### src/rtl/rom_bank_pkg.sv
// Package: elaboration-time helpers for the ROM bank geometry.
// Assumes positive arguments; all functions are used as constants only.
package rom_bank_pkg;

    // Smallest r with 2**r >= n (0 for n <= 1).
    function automatic int ceil_log2(input int n);
        int r;
        r = 0;
        while ((1 << r) < n) r++;
        return r;
    endfunction

    // Smallest k with (2*bytes*k)^2 >= words, keeps the array near square.
    function automatic int words_per_row(input int words, input int bytes);
        int k;
        k = 1;
        while ((2 * bytes * k) * (2 * bytes * k) < words) k++;
        return k;
    endfunction

    // Width of a field able to index n items, never below one bit.
    function automatic int field_w(input int n);
        return (ceil_log2(n) > 0) ? ceil_log2(n) : 1;
    endfunction

endpackage

### src/rtl/rom_row_decode.sv
// Row decoder: one-hot wordlines from the row field, fired only while
// the control stage enables evaluation. Row codes at or above ROWS
// select no wordline.
module rom_row_decode #(
    parameter int ROWS = 10,
    parameter int RWB  = 4
) (
    input  logic            en,
    input  logic [RWB-1:0]  row_addr,
    output logic [ROWS-1:0] wl
);
    for (genvar r = 0; r < ROWS; r++) begin : g_wl
        // Purpose: decode one wordline, gated by the evaluate enable.
        assign wl[r] = en && (row_addr == RWB'(r));
    end
endmodule

### src/rtl/rom_cell_array.sv
// Cell array: holds the image mapped into rows with bit-major column
// order and drives active-low bitlines. Assumes at most one wordline
// active; with none active every bitline stays precharged high.
module rom_cell_array #(
    parameter int                  IMG_BITS = 296,
    parameter logic [IMG_BITS-1:0] IMAGE    = '0,
    parameter int                  WB       = 16,
    parameter int                  WPR      = 2,
    parameter int                  ROWS     = 10,
    localparam int                 RB       = WB * WPR
) (
    input  logic            precharge,
    input  logic [ROWS-1:0] wl,
    output logic [RB-1:0]   bl_n
);
    localparam int PAD = ROWS * RB - IMG_BITS;

    // Stored value of physical column p in row r (bit-major interleave).
    function automatic logic cell_bit(input int r, input int p);
        int b, w, k, q, s;
        b = p / WPR;
        w = p % WPR;
        k = b + w * WB;
        q = r * RB + k;
        if (r == ROWS - 1) begin
            if (k < PAD) return 1'b0;
            s = q - PAD;
        end else begin
            s = q;
        end
        return IMAGE[IMG_BITS-1-s];
    endfunction

    for (genvar p = 0; p < RB; p++) begin : g_col
        logic [ROWS-1:0] cells;
        for (genvar r = 0; r < ROWS; r++) begin : g_row
            assign cells[r] = cell_bit(r, p);
        end
        // Purpose: a selected cell storing one discharges the bitline.
        assign bl_n[p] = precharge ? 1'b1 : ~|(wl & cells);
    end

    // Purpose: guard the single-row assumption of the wired bitlines.
    always_comb begin
        a_r4_single_row: assert ($onehot0(wl));
    end
endmodule

### src/rtl/rom_col_gather.sv
// Column gather: rebuilds one word by taking bit b of word w from
// physical column b*WPR+w. With no select active the output stays at
// the precharged (all ones, active-low) level.
module rom_col_gather #(
    parameter int WB  = 16,
    parameter int WPR = 2
) (
    input  logic [WB*WPR-1:0] bl_n,
    input  logic [WPR-1:0]    sel,
    output logic [WB-1:0]     word_n
);
    // Purpose: pick the selected word's columns out of each bit group.
    always_comb begin
        word_n = '1;
        for (int w = 0; w < WPR; w++) begin
            if (sel[w]) begin
                for (int b = 0; b < WB; b++) begin
                    word_n[WB-1-b] = bl_n[b*WPR + w];
                end
            end
        end
    end

    // Purpose: the column decoder must never open two words at once.
    always_comb begin
        a_r4_single_col: assert ($onehot0(sel));
    end
endmodule

### src/rtl/rom_interleaved_bank.sv
// Top: ROM read bank. Splits the address, generates the precharge and
// evaluate controls from chip select, decodes column selects, and
// registers the inverted gathered word. Assumes cs/addr settle before
// the rising edge; reset is synchronous and active low.
module rom_interleaved_bank
    import rom_bank_pkg::*;
#(
    parameter int                  WORD_BYTES = 2,
    parameter int                  IMG_BITS   = 296,
    parameter logic [IMG_BITS-1:0] IMAGE      =
        296'h1F2E3D4C5B6A79880F1E2D3C4B5A69788796A5B4C3D2E1F0F0E1D2C3B4A5968778695A4BC7,
    localparam int WB   = WORD_BYTES * 8,
    localparam int WPR  = words_per_row(IMG_BITS / WB, WORD_BYTES),
    localparam int RB   = WB * WPR,
    localparam int ROWS = (IMG_BITS + RB - 1) / RB,
    localparam int CB   = ceil_log2(WPR),
    localparam int CBW  = field_w(WPR),
    localparam int RWB  = field_w(ROWS),
    localparam int AW   = RWB + CB
) (
    input  logic          clk,
    input  logic          rst_n,
    input  logic          cs,
    input  logic [AW-1:0] addr,
    output logic [WB-1:0] dout
);
    logic            precharge;
    logic            eval_en;
    logic [RWB-1:0]  row_addr;
    logic [CBW-1:0]  col_addr;
    logic [ROWS-1:0] wl;
    logic [WPR-1:0]  sel;
    logic [RB-1:0]   bl_n;
    logic [WB-1:0]   word_n;

    // Purpose: control stage, precharge when idle, evaluate when selected.
    assign precharge = ~cs;
    assign eval_en   = cs;

    assign row_addr = addr[AW-1 -: RWB];
    if (CB > 0) begin : g_col_field
        assign col_addr = addr[CBW-1:0];
    end else begin : g_no_col_field
        assign col_addr = '0;
    end

    for (genvar w = 0; w < WPR; w++) begin : g_sel
        // Purpose: column decode of one word select line.
        assign sel[w] = (col_addr == CBW'(w));
    end

    rom_row_decode #(.ROWS(ROWS), .RWB(RWB)) u_rowdec (
        .en       (eval_en),
        .row_addr (row_addr),
        .wl       (wl)
    );

    rom_cell_array #(
        .IMG_BITS (IMG_BITS),
        .IMAGE    (IMAGE),
        .WB       (WB),
        .WPR      (WPR),
        .ROWS     (ROWS)
    ) u_array (
        .precharge (precharge),
        .wl        (wl),
        .bl_n      (bl_n)
    );

    rom_col_gather #(.WB(WB), .WPR(WPR)) u_gather (
        .bl_n   (bl_n),
        .sel    (sel),
        .word_n (word_n)
    );

    // Purpose: inverting output stage, loaded on evaluate cycles only.
    always_ff @(posedge clk) begin
        if (!rst_n)  dout <= '0;
        else if (cs) dout <= ~word_n;
    end

    // Purpose: reset clears the output register.
    a_r1_reset_clear: assert property (@(posedge clk)
        !rst_n |=> dout == '0);

    // Purpose: an idle cycle leaves the output untouched.
    a_r3_hold_idle: assert property (@(posedge clk) disable iff (!rst_n)
        !cs |=> $stable(dout));

    // Purpose: while idle every bitline rests at the precharged level.
    always_comb begin
        a_r3_precharged: assert (cs || &bl_n);
    end

    // Purpose: rows beyond the populated array read as zero.
    a_r7_row_range: assert property (@(posedge clk) disable iff (!rst_n)
        (cs && (int'(row_addr) >= ROWS)) |=> dout == '0);
endmodule

### config.mk
export PLATFORM = sky130hd
export DESIGN_NAME = rom_interleaved_bank
export DESIGN_NICKNAME = d
export VERILOG_FILES = /design/src/rtl/rom_bank_pkg.sv /design/src/rtl/rom_row_decode.sv /design/src/rtl/rom_cell_array.sv /design/src/rtl/rom_col_gather.sv /design/src/rtl/rom_interleaved_bank.sv
export SDC_FILE = /design/constraint.sdc
export NUM_CORES = 1
export LEC_CHECK = 0
export BUFFER_PORTS_ARGS = -buffer_cell sky130_fd_sc_hd__buf_2
export CAP_MARGIN = 5
export CELL_PAD_IN_SITES_DETAIL_PLACEMENT = 1
export CELL_PAD_IN_SITES_GLOBAL_PLACEMENT = 1
export CORE_UTILIZATION = 32
export DETAILED_ROUTE_END_ITERATION = 8
export PLACE_DENSITY_LB_ADDON = 0.1
export REMOVE_ABC_BUFFERS = 1
export SETUP_SLACK_MARGIN = 0.05
export SLEW_MARGIN = 20
export SYNTH_ARGS = -nofsm -noshare
export SYNTH_HDL_FRONTEND = slang
export SYNTH_SLANG_ARGS = --single-unit
### constraint.sdc
create_clock -name clk -period 0.9 [get_ports clk]
set_input_delay 0.135 -clock clk [delete_from_list [all_inputs] [get_ports clk]]
set_output_delay 0.135 -clock clk [all_outputs]
set_load 0.02 [all_outputs]
==> reports/qor.txt <==
I/O pin cnt -> 24
FF+latch count, synth -> 15
Inserted Diodes -> 0
Ratio of cells with drive above 1 in the final layout -> 52.6%
Netlist cell types -> 34
Tot Pwr -> 1590 uW
Core box area -> 2450 um^2
Initial drt markers -> 10
GRT overflow -> 0
Worst vdd rail ir drop -> 0.643 mV
Drt drc -> 0
Largest net degree at the start of global routing -> 17
CTS max path bufs -> 2
First-pass GRT wire length -> 3710 um
Max Freq -> 1100 MHz
FP Rows -> 18
Worst slew pin tran -> 288 ps
Crit path max-delay family -> flip-flops
Post-Synthesis Cells -> 96
Fin. Hold Viols -> 0
Crit share post-route -> 101%
Synth warn -> 0
Critical path, cell by cell -> buf_6
Overall Global Routing Usage -> 18.7%
# fillers -> 296
Clock Pin Slew Worst Setup and Hold Paths -> 90 ps
Min-delay worst type -> primary input to flip-flop
Power Density -> 1280 nW/um^2
Initial Utilization -> 33.5%
Drt first pass iters -> 4
Critical path's slowest cell -> dfxtp_4
Post-placement cell count -> 157
Worst path bufs/invs -> 1
Crit Path Class -> flip-flop to output pin
Number of global-route vias before repair -> 829
CP arrival -> 770 ps
CTS Sinks -> 15
Worst clock skew -> 0 ps
Cts hold-fix bufs -> 0
Top flop regs -> dout (15)
Req. time, crit path -> 760 ps
Status -> finished with violations
Setup crit start kind -> flip-flop
Final min period -> 905 ps
Die X-Extent -> 52.7 um
Setup slack after layout -> -5.15 ps
Die boundary height -> 52.7 um
Crit end category -> output pin
Slew Viols, Final -> 0
Pre-CTS WS -> -260 ps
Post-detail-place hpwl -> 1570 um
Worst Path Max Fanout -> 3
Headroom to the max-slew limit -> 80.6%
Die area -> 2780 um^2
Worst skew pair latency -> 280 ps
Vias per inst -> 4.95
Leak -> 0.000529 uW
H-tree depth -> 1
IO buf count -> 23
CP peak stage delay -> 370 ps
Most frequent cells in the layout -> 17 x buf_4, 16 x buf_6, 14 x dfxtp_2
Final wirelength -> 2280 um
DR vias -> 807
Placer Congestion -> 0.821
Register area share after synthesis -> 36.5%
CTS tree -> done
Max cap viols -> 0
Most common cell after layout, fill and taps aside -> buf_4
Finished Layout Cells -> 163
ANT nets after route -> 0
TritonCTS Buffers -> 3
Final Util -> 50.7%
Setup violators final -> 2
Clock Root Buffer -> clkbuf_4
Post-Syn Area -> 823 um^2
Area delta synth->final -> 51.2%
Initial antenna violation count -> 0
Biggest register -> dout
Routed length per instance -> 14.0 um
Unrepaired setup endpoints after global routing -> yes
Multi-input gate area -> 469 um^2
Nets -> 142
Failing checks -> negative setup slack
Largest register FFs -> 15
Sequential cell area -> 322 um^2
Synth Area per Inst -> 8.58 um^2
[synth_stat cells (all sizes together)]
cell	count	area share (%)
o32ai	1	3.3
o22ai	2	1.5
a21oi	10	6.1
nor3	2	1.2
o41ai	1	1.1
a22oi	1	0.91
o21ai	6	3.6
a21o	1	0.91
xnor2	4	5.2
nor2	11	5.0
o221a	1	1.4
dfxtp	15	36
nand2	9	5.0
buf	9	8.2
o2bb2ai	1	1.1
and2	1	0.76
nand3b	2	1.8
a32oi	1	1.1
nand2b	6	5.5
inv	2	0.91
o21a	3	2.7
o211ai	1	0.91
a211oi	2	1.8
a31oi	1	0.76
nor2b	2	1.5
mux2i	1	1.2
[per-layer routing]
| metal | global-route usage [%] | routed length (um) |
|---|---|---|
| met5 | 0 | 0 |
| met4 | 6.58 | 15 |
| met3 | 2.61 | 96 |
| met2 | 33.1 | 1110 |
| met1 | 22.5 | 1060 |
[power by group]
group | internal [uW] | total [uW] | switching (uW) | leakage, uW
registers | 709 | 736 | 27.0 | 0.000129
logic | 238 | 469 | 231 | 0.000385
clock network | 172 | 389 | 218 | 0.0000150
total | 1120 | 1590 | 476 | 0.000529
[metrics by stage]
stage	TNS, ps	hold WS, ps	cell area (um^2)
floorplan	0	224	756
global placement	-1500	452	1060
detailed placement	-1700	457	1060
CTS	-27.9	158	1220
global route	-157	155	1240
finish	-7.67	160	1240
[final timing paths]
| path | startpoint | endpoint | slack (ps) | cells past startpoint |
|---|---|---|---|---|
| worst max-delay path | dout[11] | dout[3] | -5 | 1 |
| worst min register to register | dout[15] | dout[15] | 480 | 2 |
| worst max register to register | dout[4] | dout[4] | 100 | 3 |
| worst min-delay path | rst_n | dout[10] | 160 | 2 |
[cells by family (layout without fill, tap and decap cells)]
group / count (synthesis) / after routing / synth area share [%]
compound gates: 32 / 32 / 27.2
simple gates: 33 / 33 / 20.8
flops: 15 / 15 / 36.5
xor+xnor: 4 / 4 / 5.17
buf+inv: 11 / 48 / 9.12
mux: 1 / 1 / 1.22
[what timing repair did]
action	4_1_cts	5_1_grt
buffers inserted	1	1
resized for setup	48	5
gates cloned	0	0
setup endpoints to repair	17	18
[layout make-up]
type                       instances  area share [%]
inverter                           2           0.603
multi-input combinational         70            37.7
clock buffer                       4            2.11
tap                               30            3.02
timing repair buffer              42            30.8
sequential                        15            25.8
Power figures use the tool's default switching activity.
